**src/rtl/anc_sched_pkg.sv**
```systemverilog
package anc_sched_pkg;

    localparam int OFF_W = 12;
    localparam int LEN_W = 10;

    typedef logic [OFF_W-1:0] off_t;
    typedef logic [LEN_W-1:0] len_t;

    // Region summary presented on the first word of a region
    typedef struct packed {
        off_t rlen;       // region length in words
        off_t conf_end;   // offset after last conforming packet
        logic has_open;   // start-marker present
        logic has_close;  // end-marker present
        off_t close_off;  // offset of end-marker packet
        logic edh_in;     // EDH packet lives in this region
    } region_sum_t;

    typedef enum logic [1:0] {
        SQ_IDLE  = 2'd0,
        SQ_PEND  = 2'd1,
        SQ_ARMED = 2'd2,
        SQ_SEND  = 2'd3
    } seq_state_t;

    // First reusable word of a region
    function automatic off_t free_origin(region_sum_t s);
        if (s.has_close)
            return s.close_off;
        else if (s.has_open)
            return s.rlen;
        else
            return s.conf_end;
    endfunction

    // Words left for a new packet, never negative
    function automatic off_t free_words(region_sum_t s, off_t edh_words);
        logic [OFF_W:0] used;
        used = {1'b0, free_origin(s)} + {1'b0, (s.edh_in ? edh_words : off_t'(0))};
        if (used >= {1'b0, s.rlen})
            return '0;
        else
            return s.rlen - used[OFF_W-1:0];
    endfunction

endpackage

```
**src/rtl/anc_region_track.sv**
```systemverilog
module anc_region_track
    import anc_sched_pkg::*;
(
    input  logic clk,
    input  logic rst,
    input  logic in_region,
    input  off_t hpos,
    output logic first,
    output off_t cur_off
);

    logic in_q;
    off_t base_q;

    assign first   = in_region & ~in_q;
    assign cur_off = first ? off_t'(0) : off_t'(hpos - base_q);

    always_ff @(posedge clk) begin
        if (rst) begin
            in_q   <= 1'b0;
            base_q <= '0;
        end else begin
            in_q <= in_region;
            if (first)
                base_q <= hpos;
        end
    end

    // a region start is a single word
    p_first_single_r8: assert property (@(posedge clk) disable iff (rst)
        first |=> !first);

endmodule

```
**src/rtl/anc_space_calc.sv**
```systemverilog
module anc_space_calc
    import anc_sched_pkg::*;
#(
    parameter int EDH_WORDS = 23
) (
    input  region_sum_t sum,
    input  len_t        len,
    output off_t        origin,
    output off_t        free_cnt,
    output logic        fits
);

    localparam off_t EDH_OFF = off_t'(EDH_WORDS);

    always_comb begin
        origin   = free_origin(sum);
        free_cnt = free_words(sum, EDH_OFF);
        fits     = (off_t'(len) <= free_cnt);
    end

endmodule

```
**src/rtl/anc_ins_seq.sv**
```systemverilog
module anc_ins_seq
    import anc_sched_pkg::*;
(
    input  logic clk,
    input  logic rst,
    input  logic pkt_ready,
    input  len_t pkt_len,
    input  logic allow_hanc,
    input  logic allow_vanc,
    input  logic first,
    input  logic in_region,
    input  logic is_vanc,
    input  logic keepout,
    input  logic fits,
    input  off_t origin,
    input  off_t cur_off,
    output len_t len_q,
    output logic ins_start,
    output logic ins_busy,
    output logic ins_vanc,
    output off_t ins_off,
    output logic pending
);

    seq_state_t state;
    logic       ah_q, av_q, vanc_q;
    off_t       tgt_q;
    len_t       rem_q;
    logic       allowed, cand, hit_now, hit_arm, hit;

    always_comb begin
        allowed = is_vanc ? av_q : ah_q;
        cand    = first && (state == SQ_PEND) && allowed && !keepout && fits;
        hit_now = cand && (origin == '0);
        hit_arm = (state == SQ_ARMED) && in_region && !first && (cur_off == tgt_q);
        hit     = hit_now || hit_arm;
    end

    always_ff @(posedge clk) begin
        if (rst) begin
            state     <= SQ_IDLE;
            len_q     <= '0;
            ah_q      <= 1'b0;
            av_q      <= 1'b0;
            vanc_q    <= 1'b0;
            tgt_q     <= '0;
            rem_q     <= '0;
            ins_start <= 1'b0;
            ins_vanc  <= 1'b0;
            ins_off   <= '0;
        end else begin
            ins_start <= hit;
            if (hit) begin
                rem_q    <= len_q - len_t'(1);
                ins_vanc <= hit_arm ? vanc_q : is_vanc;
                ins_off  <= hit_arm ? tgt_q : off_t'(0);
            end
            unique case (state)
                SQ_IDLE: begin
                    if (pkt_ready && (pkt_len != '0)) begin
                        state <= SQ_PEND;
                        len_q <= pkt_len;
                        ah_q  <= allow_hanc;
                        av_q  <= allow_vanc;
                    end
                end
                SQ_PEND: begin
                    if (hit_now) begin
                        state <= SQ_SEND;
                    end else if (cand) begin
                        state  <= SQ_ARMED;
                        tgt_q  <= origin;
                        vanc_q <= is_vanc;
                    end
                end
                SQ_ARMED: begin
                    if (hit_arm)
                        state <= SQ_SEND;
                    else if (!in_region)
                        state <= SQ_PEND;
                end
                SQ_SEND: begin
                    if (rem_q == '0)
                        state <= SQ_IDLE;
                    else
                        rem_q <= rem_q - len_t'(1);
                end
                default: state <= SQ_IDLE;
            endcase
        end
    end

    assign ins_busy = (state == SQ_SEND);
    assign pending  = (state == SQ_PEND) || (state == SQ_ARMED);

    // busy begins with the start pulse
    p_start_busy_r9: assert property (@(posedge clk) disable iff (rst)
        ins_start |-> ins_busy);
    // start is a single-cycle pulse
    p_start_pulse_r8: assert property (@(posedge clk) disable iff (rst)
        ins_start |=> !ins_start);
    // the request length does not change while waiting
    p_len_hold_r10: assert property (@(posedge clk) disable iff (rst)
        pending && pkt_ready |=> $stable(len_q));
    // no waiting request while a packet is sent
    p_busy_excl_r10: assert property (@(posedge clk) disable iff (rst)
        ins_busy |-> !pending);

endmodule

```
**src/rtl/anc_ins_sched.sv**
```systemverilog
module anc_ins_sched
    import anc_sched_pkg::*;
#(
    parameter int LINE_W    = 11,
    parameter int EDH_WORDS = 23
) (
    input  logic              clk,
    input  logic              rst,
    input  logic [LINE_W-1:0] line_num,
    input  logic [LINE_W-1:0] switch_line,
    input  logic [11:0]       hpos,
    input  logic              in_region,
    input  logic              region_is_vanc,
    input  logic [11:0]       sum_len,
    input  logic [11:0]       sum_conf_end,
    input  logic              sum_has_open,
    input  logic              sum_has_close,
    input  logic [11:0]       sum_close_off,
    input  logic              sum_edh,
    input  logic              pkt_ready,
    input  logic [9:0]        pkt_len,
    input  logic              allow_hanc,
    input  logic              allow_vanc,
    output logic              ins_start,
    output logic              ins_busy,
    output logic              ins_vanc,
    output logic [11:0]       ins_off,
    output logic              pending
);

    localparam logic [LINE_W-1:0] LINE_ONE = LINE_W'(1);

    region_sum_t sum;
    logic        first, fits, keepout;
    off_t        cur_off, origin, free_cnt;
    len_t        len_q;

    always_comb begin
        sum.rlen      = sum_len;
        sum.conf_end  = sum_conf_end;
        sum.has_open  = sum_has_open;
        sum.has_close = sum_has_close;
        sum.close_off = sum_close_off;
        sum.edh_in    = sum_edh;
        keepout = region_is_vanc ? (line_num == switch_line)
                                 : (line_num == switch_line + LINE_ONE);
    end

    anc_region_track u_track (
        .clk       (clk),
        .rst       (rst),
        .in_region (in_region),
        .hpos      (hpos),
        .first     (first),
        .cur_off   (cur_off)
    );

    anc_space_calc #(.EDH_WORDS(EDH_WORDS)) u_space (
        .sum      (sum),
        .len      (len_q),
        .origin   (origin),
        .free_cnt (free_cnt),
        .fits     (fits)
    );

    anc_ins_seq u_seq (
        .clk        (clk),
        .rst        (rst),
        .pkt_ready  (pkt_ready),
        .pkt_len    (pkt_len),
        .allow_hanc (allow_hanc),
        .allow_vanc (allow_vanc),
        .first      (first),
        .in_region  (in_region),
        .is_vanc    (region_is_vanc),
        .keepout    (keepout),
        .fits       (fits),
        .origin     (origin),
        .cur_off    (cur_off),
        .len_q      (len_q),
        .ins_start  (ins_start),
        .ins_busy   (ins_busy),
        .ins_vanc   (ins_vanc),
        .ins_off    (ins_off),
        .pending    (pending)
    );

    // no vertical-region start on the switch line
    p_keepout_v_r5: assert property (@(posedge clk) disable iff (rst)
        ins_start && ins_vanc |-> $past(line_num) != $past(switch_line));
    // no horizontal-region start on the line after it
    p_keepout_h_r5: assert property (@(posedge clk) disable iff (rst)
        ins_start && !ins_vanc |-> $past(line_num) != $past(switch_line) + LINE_ONE);
    // reset leaves nothing waiting or sending
    p_reset_clear_r11: assert property (@(posedge clk)
        $past(rst) |-> !pending && !ins_busy && !ins_start);

endmodule

```
**config.mk**
```make
export PLATFORM = sky130hd
export DESIGN_NAME = anc_ins_sched
export DESIGN_NICKNAME = d
export VERILOG_FILES = /design/src/rtl/anc_sched_pkg.sv /design/src/rtl/anc_region_track.sv /design/src/rtl/anc_space_calc.sv /design/src/rtl/anc_ins_seq.sv /design/src/rtl/anc_ins_sched.sv
export SDC_FILE = /design/constraint.sdc
export NUM_CORES = 1
export LEC_CHECK = 0
export BUFFER_PORTS_ARGS = -buffer_cell sky130_fd_sc_hd__buf_4
export CAP_MARGIN = 20
export CORE_MARGIN = 2
export CORE_UTILIZATION = 45
export CTS_CLUSTER_DIAMETER = 120
export DETAILED_ROUTE_END_ITERATION = 10
export HOLD_SLACK_MARGIN = 0.02
export PLACE_DENSITY_LB_ADDON = 0.3
export SKIP_CTS_REPAIR_TIMING = 1
export SYNTH_ARGS = -nofsm -noshare
export SYNTH_HDL_FRONTEND = slang
export SYNTH_SLANG_ARGS = --single-unit
```
**constraint.sdc**
```tcl
create_clock -name clk -period 6.83 [get_ports clk]
set_clock_uncertainty 0.05 [all_clocks]
set_input_delay 0.683 -clock clk [delete_from_list [all_inputs] [get_ports clk]]
set_output_delay 0.683 -clock clk [all_outputs]
set_load 0.1 [all_outputs]
```
==> out/results.ini <==
[run_status]
outcome = finished clean

[clocking]
clk_pin_slew_ns = 0.06
clock_latency_ns = 0.33
cts_tree = yes
cts-buffers-inserted = 9
cts.sinks = 64
clockBufferDepth = 2
cts_root_buf = clkbuf_16
cts_max_level = 3

[setup_path]
worstPathRequired_ns = 6.98
crit_arrival_ns = 6.46
slowest_stage = o41a_1
slowest_delay_ns = 0.44
cp-start-kind = input pin
worst_setup_path_end_kind = flip-flop
r2r_slack_ns = 3.03
path_max_fanout = 12
critPathKind = in -> reg

[grt]
grt_max_degree = 64
grt_first_pass_wirelength_um = 26200
grt_pass1_vias = 5296
grt_usage_pct = 22.4
grt_overflow = 0
antenna_found_initial = 0

[layout]
mostFrequentLayoutCells = buf_4 (111), nand2_1 (77), nor2_1 (66)
layout_commonest_cell = buf_4
nets = 1003
drive_above_1_share_pct = 18.8
syn2layout_area_growth_pct = 20.5
antenna_cells = 0

[sta]
grt_setup_unrepaired = false
clock.fmax_mhz = 159
hold_viol_final = 0
finalCritPeriodShare_pct = 92.4
finalSetupViolations = 0
worstMarginPinSlew_ns = 0.883
relSlewSlack_pct = 41.1
slew_violations = 0
timing.setup.tns_ns = 0
fin_crit_ns = 6.31

[die]
num_io_pins = 106
die_x_um = 120
dieArea_sq_um = 14400
coreArea_sq_um = 13200
start_util_pct = 45.9
num_rows = 42
die_h_um = 120

[pwr]
powerDensity_nw_per_um2 = 224
ir_drop_mv = 0.137
p_leak_nw = 3.26
fin_total_pwr_mw = 1.63

[drt]
wirelength_um = 16200
drtAntennaViolNets = 0
drc_errors = 0
met1_length_um = 7690
top_layer = met4
met2_length_um = 7380
via_per_inst = 5.52
vias = 5717
wl_per_cell_um = 15.6
wl_met3_um = 857
drt_first_pass_iters = 5
dr.first_iter.drc_count = 237

[logic_synthesis]
syn-mean-instance-area_sq_um = 7.96
ys_seq_elements = 64
synth_seq_area_share_pct = 21.2
synth.distinct_cells = 84
ys_warn_count = 0
ys.flop_type = dfxtp_1
syn-cell-area_sq_um = 6050
synth-async-reset-ratio_pct = 0
syn_inst = 761
synth_edf_count = 0
synth_fp_nets = 909

[run]
drv_cap = 0

[placed_design]
gp_congestion = 0.926
post-dp-hpwl_um = 12700
numPortBuffers = 105

[min_path]
hold_class = reg -> reg

worst max-delay path, delay by kind of cell:
family	cells	cell delay, ns
and+or+nand+nor	9	1.75
muxes	2	0.32
AOI/OAI and AO/OA	9	1.55
adders and majority gates	4	1.26
xor gates and xnor gates	1	0.19
buffers and inverters	5	0.70
cell type report:
class,count,area (sq um)
clock inverters,7,105
repair buffers,111,833
well taps,176,220
multi-input cells,607,4400
fillers,1242,5890
flip-flops and latches,64,1280
clock buffers,9,225
inverters,62,233
per-stage QoR:
stage	hold slack (ns)	instance area [sq um]	utilization [%]	std cells	setup WS, ns
detailed placement	0.399	6960	52.8	1020	0.0646
global route	0.429	7300	55.3	1036	0.0219
floorplan	0.386	6050	-	761	0.257
CTS	0.407	7290	55.3	1036	0.392
global placement	0.394	6960	52.8	1020	0.235
finish	0.407	7300	55.3	1036	0.521
metal layers:
layer	up-vias	global-route usage [%]
met3	13	3.42
met1	2608	30.7
met2	175	36.4
li1	2921	-
met4	0	6.25
met5	-	0
flip-flops by register name, indices dropped and copies added, names as in the netlist:
name,count
u_seq.ins_off,12
u_seq.tgt_q,12
u_track.base_q,12
u_seq.len_q,10
u_seq.rem_q,10
u_seq.state,2
u_seq.ah_q,1
u_seq.av_q,1
u_seq.ins_start,1
u_seq.ins_vanc,1
u_seq.vanc_q,1
u_track.in_q,1
worst paths after layout:
| path | from | cells after the start | to |
|---|---|---|---|
| hold reg to reg | u_track.base_q[3] | 2 | u_track.base_q[3] |
| setup reg to reg | u_track.base_q[0] | 12 | u_seq.ins_vanc |
| setup / recovery | sum_has_open | 30 | u_seq.tgt_q[4] |
| hold / removal | u_track.base_q[3] | 2 | u_track.base_q[3] |
power breakdown:
group          switching [mW]  internal, mW  total (mW)  leakage, nW
Combinational           0.412         0.287       0.699         2.59
Sequential             0.0312         0.397       0.428        0.520
Clock                   0.183         0.324       0.507        0.158
Total                   0.626          1.01        1.63         3.26
synth_stat cells (all sizes together) (7+ instances only):
master | number | area, sq um
inv | 62 | 233
nand2 | 77 | 289
nand4 | 12 | 90.1
nor4 | 13 | 81.3
xnor2 | 34 | 298
clkbuf | 14 | 52.6
dfxtp | 64 | 1280
nand2b | 13 | 81.3
nor2 | 67 | 259
o31a | 7 | 62.6
buf | 14 | 98.8
xor2 | 19 | 166
a31oi | 10 | 77.6
nand3 | 23 | 115
mux2i | 34 | 369
a21oi | 51 | 255
nor3 | 24 | 125
o211ai | 10 | 75.1
a22oi | 13 | 97.6
o21ai | 28 | 144
ha | 55 | 688
mux2 | 9 | 113
a21o | 10 | 75.1
cell families after synthesis:
kind of cell / synth area share, %
simple gates: 23.6
compound gates: 21.0
buf+inv: 6.34
flops: 21.2
fa+ha+maj: 12.4
xor+xnor: 7.67
mux: 7.96
Power figures use the tool's default switching activity.
